`src/rtl/pfs_pkg.sv`:
```
package pfs_pkg;

   typedef enum logic [2:0] {
      PH_FETCH   = 3'd0,
      PH_READ    = 3'd1,
      PH_CAPTURE = 3'd2,
      PH_SPLIT   = 3'd3,
      PH_ISSUE   = 3'd4,
      PH_HALT    = 3'd5
   } pfs_phase_e;

   localparam bit HALF_LEFT  = 1'b0;
   localparam bit HALF_RIGHT = 1'b1;

endpackage

```
`src/rtl/pfs_pair_counter.sv`:
```
module pfs_pair_counter #(
   parameter int ADDR_W = 12,
   parameter int DEPTH  = 1000
) (
   input  logic              clk,
   input  logic              rst,
   input  logic              step,
   input  logic              load,
   input  logic [ADDR_W-1:0] load_val,
   output logic [ADDR_W-1:0] pair_addr,
   output logic              out_of_range
);

   localparam logic [ADDR_W-1:0] LAST_WORD = ADDR_W'(DEPTH - 1);

   logic [ADDR_W-1:0] cnt_q;

   always_ff @(posedge clk) begin
      if (rst) begin
         cnt_q <= '0;
      end else if (load) begin
         cnt_q <= load_val;
      end else if (step) begin
         cnt_q <= cnt_q + ADDR_W'(1);
      end
   end

   assign pair_addr    = cnt_q;
   assign out_of_range = (cnt_q > LAST_WORD);

   AST_NO_STEP_AND_LOAD: assert property (@(posedge clk) disable iff (rst)
      !(step && load));

   AST_STEP_ADVANCES: assert property (@(posedge clk) disable iff (rst)
      (step && !load) |=> (cnt_q == $past(cnt_q) + ADDR_W'(1)));

endmodule

```
`src/rtl/pfs_word_split.sv`:
```
module pfs_word_split #(
   parameter int OP_W          = 8,
   parameter int ADDR_W        = 12,
   parameter bit FIRST_IN_HIGH = 1'b1,
   localparam int INSN_W       = OP_W + ADDR_W,
   localparam int WORD_W       = 2 * INSN_W
) (
   input  logic [WORD_W-1:0] word,
   output logic [OP_W-1:0]   first_op,
   output logic [ADDR_W-1:0] first_addr,
   output logic [INSN_W-1:0] second_insn
);

   logic [INSN_W-1:0] first_insn;

   generate
      if (FIRST_IN_HIGH) begin : g_first_high
         assign first_insn  = word[WORD_W-1:INSN_W];
         assign second_insn = word[INSN_W-1:0];
      end else begin : g_first_low
         assign first_insn  = word[INSN_W-1:0];
         assign second_insn = word[WORD_W-1:INSN_W];
      end
   endgenerate

   assign first_op   = first_insn[INSN_W-1:ADDR_W];
   assign first_addr = first_insn[ADDR_W-1:0];

endmodule

```
`src/rtl/pfs_sequencer.sv`:
```
module pfs_sequencer
   import pfs_pkg::*;
#(
   parameter int OP_W   = 8,
   parameter int ADDR_W = 12,
   localparam int INSN_W = OP_W + ADDR_W,
   localparam int WORD_W = 2 * INSN_W
) (
   input  logic              clk,
   input  logic              rst,
   input  logic [ADDR_W-1:0] pair_addr,
   input  logic              pair_oob,
   output logic              pair_step,
   output logic              pair_load,
   output logic [ADDR_W-1:0] pair_load_val,
   output logic [WORD_W-1:0] buf_word,
   input  logic [OP_W-1:0]   left_op,
   input  logic [ADDR_W-1:0] left_addr,
   input  logic [INSN_W-1:0] right_insn,
   output logic              mem_rd,
   output logic [ADDR_W-1:0] mem_addr,
   input  logic [WORD_W-1:0] mem_rdata,
   output logic              iss_valid,
   input  logic              iss_ready,
   output logic [OP_W-1:0]   iss_op,
   output logic [ADDR_W-1:0] iss_addr,
   output logic              iss_right,
   input  logic              br_valid,
   input  logic [ADDR_W-1:0] br_target,
   input  logic              br_right,
   output logic              err_halt
);

   pfs_phase_e        phase_q;
   logic [ADDR_W-1:0] mar_q;
   logic [WORD_W-1:0] mbr_q;
   logic [OP_W-1:0]   ir_q;
   logic              ir_half_q;
   logic [INSN_W-1:0] hold_q;
   logic              hold_vld_q;
   logic              enter_right_q;
   logic              err_q;
   logic              accept;

   assign accept        = (phase_q == PH_ISSUE) && iss_ready;
   assign pair_load     = accept && br_valid;
   assign pair_load_val = br_target;
   assign pair_step     = ((phase_q == PH_FETCH) && hold_vld_q)
                        || ((phase_q == PH_SPLIT) && enter_right_q);

   always_ff @(posedge clk) begin
      if (rst) begin
         phase_q       <= PH_FETCH;
         mar_q         <= '0;
         mbr_q         <= '0;
         ir_q          <= '0;
         ir_half_q     <= HALF_LEFT;
         hold_q        <= '0;
         hold_vld_q    <= 1'b0;
         enter_right_q <= 1'b0;
         err_q         <= 1'b0;
      end else begin
         unique case (phase_q)
            PH_FETCH: begin
               if (hold_vld_q) begin
                  ir_q       <= hold_q[INSN_W-1:ADDR_W];
                  mar_q      <= hold_q[ADDR_W-1:0];
                  ir_half_q  <= HALF_RIGHT;
                  hold_vld_q <= 1'b0;
                  phase_q    <= PH_ISSUE;
               end else if (pair_oob) begin
                  err_q   <= 1'b1;
                  phase_q <= PH_HALT;
               end else begin
                  mar_q   <= pair_addr;
                  phase_q <= PH_READ;
               end
            end
            PH_READ: begin
               phase_q <= PH_CAPTURE;
            end
            PH_CAPTURE: begin
               mbr_q   <= mem_rdata;
               phase_q <= PH_SPLIT;
            end
            PH_SPLIT: begin
               if (enter_right_q) begin
                  ir_q          <= right_insn[INSN_W-1:ADDR_W];
                  mar_q         <= right_insn[ADDR_W-1:0];
                  ir_half_q     <= HALF_RIGHT;
                  enter_right_q <= 1'b0;
               end else begin
                  ir_q       <= left_op;
                  mar_q      <= left_addr;
                  ir_half_q  <= HALF_LEFT;
                  hold_q     <= right_insn;
                  hold_vld_q <= 1'b1;
               end
               phase_q <= PH_ISSUE;
            end
            PH_ISSUE: begin
               if (accept) begin
                  if (br_valid) begin
                     hold_vld_q    <= 1'b0;
                     enter_right_q <= br_right;
                  end
                  phase_q <= PH_FETCH;
               end
            end
            PH_HALT: begin
               phase_q <= PH_HALT;
            end
            default: begin
               phase_q <= PH_HALT;
               err_q   <= 1'b1;
            end
         endcase
      end
   end

   assign buf_word  = mbr_q;
   assign mem_rd    = (phase_q == PH_READ);
   assign mem_addr  = mar_q;
   assign iss_valid = (phase_q == PH_ISSUE);
   assign iss_op    = ir_q;
   assign iss_addr  = mar_q;
   assign iss_right = ir_half_q;
   assign err_halt  = err_q;

   AST_OFFER_HELD: assert property (@(posedge clk) disable iff (rst)
      (iss_valid && !iss_ready) |=> (iss_valid && $stable(iss_op)
                                     && $stable(iss_addr) && $stable(iss_right)));

   AST_READ_STROBE_SINGLE: assert property (@(posedge clk) disable iff (rst)
      mem_rd |=> !mem_rd);

   AST_NO_OFFER_WHILE_READING: assert property (@(posedge clk) disable iff (rst)
      mem_rd |=> !iss_valid);

   AST_HALT_SILENT: assert property (@(posedge clk) disable iff (rst)
      err_halt |-> (!mem_rd && !iss_valid));

   AST_ERR_STICKY: assert property (@(posedge clk) disable iff (rst)
      err_halt |=> err_halt);

   AST_HELD_ISSUE_NO_READ: assert property (@(posedge clk) disable iff (rst)
      ((phase_q == PH_FETCH) && hold_vld_q) |=> (iss_valid && iss_right && !mem_rd));

endmodule

```
`src/rtl/paired_fetch_seq.sv`:
```
module paired_fetch_seq #(
   parameter int OP_W          = 8,
   parameter int ADDR_W        = 12,
   parameter int DEPTH         = 1000,
   parameter bit LEFT_IN_HIGH  = 1'b1,
   localparam int INSN_W       = OP_W + ADDR_W,
   localparam int WORD_W       = 2 * INSN_W
) (
   input  logic              clk,
   input  logic              rst,
   output logic              mem_rd,
   output logic [ADDR_W-1:0] mem_addr,
   input  logic [WORD_W-1:0] mem_rdata,
   output logic              iss_valid,
   input  logic              iss_ready,
   output logic [OP_W-1:0]   iss_op,
   output logic [ADDR_W-1:0] iss_addr,
   output logic              iss_right,
   input  logic              br_valid,
   input  logic [ADDR_W-1:0] br_target,
   input  logic              br_right,
   output logic              err_halt
);

   generate
      if (OP_W < 1 || ADDR_W < 1) begin : g_bad_width
         $error("paired_fetch_seq: field widths must be positive");
      end
      if (DEPTH < 1 || DEPTH > (1 << ADDR_W)) begin : g_bad_depth
         $error("paired_fetch_seq: DEPTH must fit the address field");
      end
   endgenerate

   logic [ADDR_W-1:0] pair_addr;
   logic              pair_oob;
   logic              pair_step;
   logic              pair_load;
   logic [ADDR_W-1:0] pair_load_val;
   logic [WORD_W-1:0] buf_word;
   logic [OP_W-1:0]   left_op;
   logic [ADDR_W-1:0] left_addr;
   logic [INSN_W-1:0] right_insn;

   pfs_pair_counter #(
      .ADDR_W (ADDR_W),
      .DEPTH  (DEPTH)
   ) u_pc (
      .clk          (clk),
      .rst          (rst),
      .step         (pair_step),
      .load         (pair_load),
      .load_val     (pair_load_val),
      .pair_addr    (pair_addr),
      .out_of_range (pair_oob)
   );

   pfs_word_split #(
      .OP_W          (OP_W),
      .ADDR_W        (ADDR_W),
      .FIRST_IN_HIGH (LEFT_IN_HIGH)
   ) u_split (
      .word        (buf_word),
      .first_op    (left_op),
      .first_addr  (left_addr),
      .second_insn (right_insn)
   );

   pfs_sequencer #(
      .OP_W   (OP_W),
      .ADDR_W (ADDR_W)
   ) u_seq (
      .clk           (clk),
      .rst           (rst),
      .pair_addr     (pair_addr),
      .pair_oob      (pair_oob),
      .pair_step     (pair_step),
      .pair_load     (pair_load),
      .pair_load_val (pair_load_val),
      .buf_word      (buf_word),
      .left_op       (left_op),
      .left_addr     (left_addr),
      .right_insn    (right_insn),
      .mem_rd        (mem_rd),
      .mem_addr      (mem_addr),
      .mem_rdata     (mem_rdata),
      .iss_valid     (iss_valid),
      .iss_ready     (iss_ready),
      .iss_op        (iss_op),
      .iss_addr      (iss_addr),
      .iss_right     (iss_right),
      .br_valid      (br_valid),
      .br_target     (br_target),
      .br_right      (br_right),
      .err_halt      (err_halt)
   );

   AST_READ_IN_RANGE: assert property (@(posedge clk) disable iff (rst)
      mem_rd |-> (mem_addr < ADDR_W'(DEPTH)));

endmodule

```
`config.mk`:
```
export PLATFORM = sky130hd
export DESIGN_NAME = paired_fetch_seq
export DESIGN_NICKNAME = d
export VERILOG_FILES = /design/src/rtl/pfs_pkg.sv /design/src/rtl/pfs_pair_counter.sv /design/src/rtl/pfs_word_split.sv /design/src/rtl/pfs_sequencer.sv /design/src/rtl/paired_fetch_seq.sv
export SDC_FILE = /design/constraint.sdc
export NUM_CORES = 1
export LEC_CHECK = 0
export BUFFER_PORTS_ARGS = -buffer_cell sky130_fd_sc_hd__buf_2
export CELL_PAD_IN_SITES_DETAIL_PLACEMENT = 0
export CELL_PAD_IN_SITES_GLOBAL_PLACEMENT = 2
export CORE_ASPECT_RATIO = 0.8
export CORE_MARGIN = 2
export CORE_UTILIZATION = 31
export CTS_CLUSTER_DIAMETER = 30
export DETAILED_ROUTE_END_ITERATION = 8
export PLACE_DENSITY = 0.87
export SYNTH_ARGS = -nofsm -noshare
export SYNTH_HDL_FRONTEND = slang
export SYNTH_SLANG_ARGS = --single-unit
```
`constraint.sdc`:
```
create_clock -name clk -period 2.4 [get_ports clk]
set_clock_uncertainty 0.1 [all_clocks]
set_input_delay 0.48 -clock clk [delete_from_list [all_inputs] [get_ports clk]]
set_output_delay 0.48 -clock clk [all_outputs]
set_load 0.03 [all_outputs]
```
### Word level (Yosys, flattened, before mapping)

Index checks and enable logic that the tools add are counted.

* add/subtract/negate cells: 1
* multipliers: 0
* div/mod/pow operators: 0
* $lt $le $gt $ge: 1
* eq/ne operators: 12
* shift-type cells: 0
* muxes and demuxes: 26
* bitwise gates (word level): 2
* reductions and logical operators: 17

Operators by type and width (count)
* 2-to-1 mux 12 bit: 5
* case mux 12 bit (2 select lines): 1
* 2-to-1 mux 8 bit: 2
* case mux 8 bit (2 select lines): 1
* case mux 3 bit (5 select lines): 1
* adder 12 x 1 -> 12 bit, second input constant: 1
* > comparator 12 x 10 -> 1 bit, second input constant: 1
* 2-to-1 mux 1 bit: 9
* 2-to-1 mux 3 bit: 3
* == test 3 x 2 -> 1 bit, second input constant: 2
* == test 3 bit, second input constant: 2
* != test 2 x 1 -> 1 bit, second input constant: 3
* != test 2 bit, second input constant: 3
* case mux 1 bit (2 select lines): 3
* AND reduction 2 bit: 3
* AND reduction 3 bit: 2
* nonzero test 2 bit: 3
* OR reduction 5 bit: 1
* logical AND 1 bit: 4
* AND reduction 4 bit: 1
* == test 3 x 1 -> 1 bit, second input constant: 1
* logical NOT 3 bit: 1
* != test 3 x 2 -> 1 bit, second input constant: 1
* case mux 1 bit (3 select lines): 1
* other kinds (3): 4

* register bits: 99
* bits in latches: 0
* RAM bits: 0
* memory bits (read-only): 0
* input port bits: 57
* output and inout port bits: 36
* word-level logic and storage cells: 69
* memories kept: 0

### Depth between registers and ports, before layout

* depth after elaboration: 5
* mapped depth: 7
* gate-level depth less buffers: 5

### Cells and area by module

Synthesis repeated with hierarchy kept, for this count alone.

* cell total of the unflattened synthesis: 589
* area total of the unflattened synthesis: 4804.6 sq um

By module, submodules not included
* pfs_sequencer: times used 1, cells each 463, area each 3781.1 sq um
* pfs_pair_counter: times used 1, cells each 86, area each 723.2 sq um
* pfs_word_split: times used 1, cells each 40, area each 300.3 sq um

### Least setup slack after synthesis

No wires, ideal clock.

* path kind: register to output
* from: register u_seq.phase_q[2]
* to: output mem_rd
* arrival: 1.326 ns
* data required time: 1.820 ns
* path slack: 0.494 ns
* stages on the path, launching flop included: 4
* cells stage by stage: dfxtp_1 > buf_2 > clkbuf_1 > nor3_1

* cells in the longest elaborated chain, start to end: 1

Ends and longest elaborated chain
* start: declaration: RTL line pfs_sequencer.sv:34 `pfs_phase_e phase_q;`
* start signal: assignment: RTL line pfs_sequencer.sv:53 `phase_q <= PH_FETCH;`
* start signal: assignment: RTL line pfs_sequencer.sv:70 `phase_q <= PH_ISSUE;`
* start signal: assignment: RTL line pfs_sequencer.sv:73 `phase_q <= PH_HALT;`
* == test 3 x 1 -> 1 bit: RTL line pfs_sequencer.sv:122 `assign mem_rd = (phase_q == PH_READ);`
* end: declaration: RTL line paired_fetch_seq.sv:11 `output logic mem_rd,`

Every way passes these cells.

### Worst setup path after layout

* from: register u_seq.phase_q[2]
* to: register u_pc.cnt_q[11], in the netlist u_pc.pair_addr[11]

* cells in the longest elaborated chain, start to end: 4
* elaborated cells on any way between the ends: 10
* classes of those cells: eq/ne (2); mux (1); reduce/logical (7)

Ends and longest elaborated chain
* == test 3 bit, or another cell as far along: RTL line pfs_sequencer.sv:45 `assign accept = (phase_q == PH_ISSUE) && iss_ready;`
* logical AND 1 bit (on tied branches): RTL line pfs_sequencer.sv:45, pfs_sequencer.sv:48, pfs_sequencer.sv:49
* logical AND 1 bit / logical OR 1 bit (equally long branches): RTL line pfs_sequencer.sv:46, pfs_sequencer.sv:49
* 2-to-1 mux 12 bit / nonzero test 2 bit (equally long branches)
* end signal: assignment: RTL line pfs_pair_counter.sv:22 `cnt_q <= load_val;`
* end signal: assignment: RTL line pfs_pair_counter.sv:24 `cnt_q <= cnt_q + ADDR_W'(1);`
* end: declaration: RTL line pfs_pair_counter.sv:16 `logic [ADDR_W-1:0] cnt_q;`

Several ways; a longest one is shown, not always the timed one.
A chain may end at the register's enable or synchronous reset.

==> flow_metrics.tcl <==
set metrics [dict create \
    hp-class "input pin to register" \
    setup-tns-final_ps 0 \
    rsz0062_at_grt "no" \
    ys_ff_latch 99 \
    drv_slew 0 \
    max_freq_ghz 0.4679 \
    cts_buffers 9 \
    place_area_mm2 0.005041 \
    synth_cells 566 \
    drive_gt1_share_pct 20.22 \
    antenna_left 0 \
    detail_route.vias_per_cell 4.897 \
    grt_pass1_wl_mm 20.02 \
    grtUsageTotal_pct 16.26 \
    stdcell_area_mm2 0.005358 \
    clock-sinks 99 \
    die_w_um 138.5 \
    cts_max_level 3 \
    hold_viol 0 \
    hpwl_mm 8.665 \
    vias 4001 \
    syn_area_mm2 0.004484 \
    max_slew_margin_pct 51.97 \
    syn_nets 624 \
    wire_per_inst_um 14.87 \
    crit_type "register to register" \
    boundaryPins 93 \
    drt-total-wl_mm 12.15 \
    async_flop_share_pct 0 \
    cts_setup_buffers 0 \
    yosys_warnings 0 \
    overflow 0 \
    period_share_pct 89.05 \
    syn_area_per_cell_um2 7.923 \
    pre_cts_ws_ps 303.1 \
    die_y_um 111.6 \
    dieArea_mm2 0.01545 \
    worstPathMaxFanout 19 \
    clock_latency_ps 350 \
    cts_hold_buf 0 \
    period_needed_ps 2137 \
    cp.required_ps 2540 \
    core_region_area_mm2 0.01420 \
    endpoint_kind "register" \
    synth_edf_count 0 \
    syn2layout_area_growth_pct 19.48 \
    yosysSeqAreaShare_pct 44.20 \
    worstMarginPinSlew_ps 720.3 \
    dr.pass1.iters 6 \
    nFillCells 1493 \
    status "finished, final reports clean" \
    synth.distinct_cells 39 \
    setup.worst_path.start_class "register" \
    nNetsFinal 687 \
    setup_violations 0 \
    critPathArrivalTime_ps 2270 \
    ctsResizeCount 0 \
    gp_congestion 0.8759 \
    finalPower_mw 4.847 \
    ys.flop_type "dfxtp_1" \
    cts_tree "done" \
    clock_path_buffers 2 \
    initialDrtViolationCount 288 \
    start_util_pct 31.58 \
    cts.clk_slew.worst_paths_ps 70 \
    port_buffers 92 \
    setup_ws_ps 262.8 \
    num_rows 39 \
    cts-root-buf "clkbuf_16" \
    grt_pass1_vias 3790 \
    ir_worst_vdd_mv 0.3816 \
    power.density_mw_per_mm2 904.7 \
    insertedDiodeCount 0 \
    grt_start_max_net_pins 70 \
    maxCapViolations 0 \
    antenna_found_initial 0 \
    p_leak_nw 1.966 \
    drt_drc_violations_left 0 \
]
report_power, final:
part / total [mW] / internal (mW) / switching (mW) / leakage, nW
Clock: 1.55 / 0.932 / 0.621 / 0.154
Sequential: 1.97 / 1.83 / 0.138 / 0.801
Combinational: 1.32 / 0.456 / 0.867 / 1.01
critical path, cell delays in order (launching register included):
cell and delay (ps):
dfxtp_1 310, buf_4 180, nand4b_1 470, a211oi_2 470, a31oi_1 140, o311a_1 340
final timing paths:
path / slack (ps) / startpoint / cells after the start / end
worst max register to register: 260 / u_seq.phase_q[2] / 5 / u_pc.pair_addr[11]
worst min register to register: 360 / u_seq.hold_q[13] / 2 / u_seq.hold_q[13]
worst max-delay path: 260 / u_seq.phase_q[2] / 5 / u_pc.pair_addr[11]
worst min-delay path: 260 / mem_rdata[0] / 3 / u_seq.buf_word[0]
cells by family after synthesis:
logic type	share of synthesized area [%]
muxes	9.375
adders and majority gates	0.2790
buffers and inverters	6.222
and+or+nand+nor	22.49
DFF	44.20
AOI/OAI and AO/OA	15.49
xor gates and xnor gates	1.953
state kept, by name (all words and copies together), names as in the netlist:
| signal | flops |
|---|---|
| u_seq.buf_word | 40 |
| u_seq.hold_q | 20 |
| u_pc.pair_addr | 12 |
| u_seq.iss_addr | 12 |
| u_seq.iss_op | 8 |
| u_seq.phase_q | 3 |
| u_seq.enter_right_q | 1 |
| u_seq.err_halt | 1 |
| u_seq.hold_vld_q | 1 |
| u_seq.iss_right | 1 |
layer usage:
layer / routed length (um) / global-route usage (%) / share of wire, %
met5: 0 / 0 / 0
met4: 175 / 5.442 / 1.4
met3: 728 / 4.043 / 6.0
met2: 5017 / 23.00 / 41
met1: 6224 / 24.01 / 51
per-stage QoR:
stage	hold slack (ps)	cells	util, %
final	259.2	817	37.73
after detailed placement	349.8	802	35.50
after floorplan	335.7	566	-
after global routing	266.7	817	37.73
after CTS	250.0	817	37.73
after global placement	341.9	802	35.50
cells in the final DEF, fill, tap and decap left out, types with 2 or more instances in the layout:
cell type / count
bufinv_16: 2
nand2_1: 170
o21ai_0: 4
nand3b_1: 2
buf_4: 13
nor2_1: 19
o31ai_1: 2
nand4_1: 4
nor3_1: 5
and4_1: 2
clkinv_2: 2
a21boi_0: 2
nand2b_1: 10
buf_2: 92
or2_2: 2
a211oi_1: 15
a21oi_1: 74
mux2i_1: 42
dfxtp_1: 99
a311oi_1: 2
xnor2_1: 10
o211ai_1: 11
inv_1: 5
clkbuf_16: 9
nand3_1: 17
cell usage after synthesis, types with 2 or more instances:
cell type / n / share of area [%]
nand2_1: 170 / 14
or2_2: 2 / 0.28
nand2b_1: 10 / 1.4
a211oi_1: 15 / 2.5
nor2_1: 19 / 1.6
nand3_1: 17 / 1.9
xnor2_1: 10 / 2.0
nand3b_1: 2 / 0.33
a311oi_1: 2 / 0.39
and4_1: 2 / 0.39
o31ai_1: 2 / 0.33
mux2i_1: 42 / 9.4
o21ai_0: 4 / 0.45
buf_2: 4 / 0.45
a21boi_0: 2 / 0.33
buf_4: 13 / 2.2
clkbuf_1: 33 / 2.8
o211ai_1: 11 / 1.8
dfxtp_1: 99 / 44
nor3_1: 5 / 0.56
buf_1: 4 / 0.33
nand4_1: 4 / 0.56
a21oi_1: 74 / 8.3
inv_1: 5 / 0.42
final cells by class:
class | count | area, um^2 | area share [%]
clock inverter | 5 | 77.57 | 1.448
multi-input combinational | 407 | 2228 | 41.59
clock buffer | 10 | 239.0 | 4.461
timing repair buffer | 106 | 578.1 | 10.79
sequential | 99 | 1982 | 36.99
tap | 184 | 230.2 | 4.297
inverter | 6 | 22.52 | 0.4204
Power figures use the tool's default switching activity.
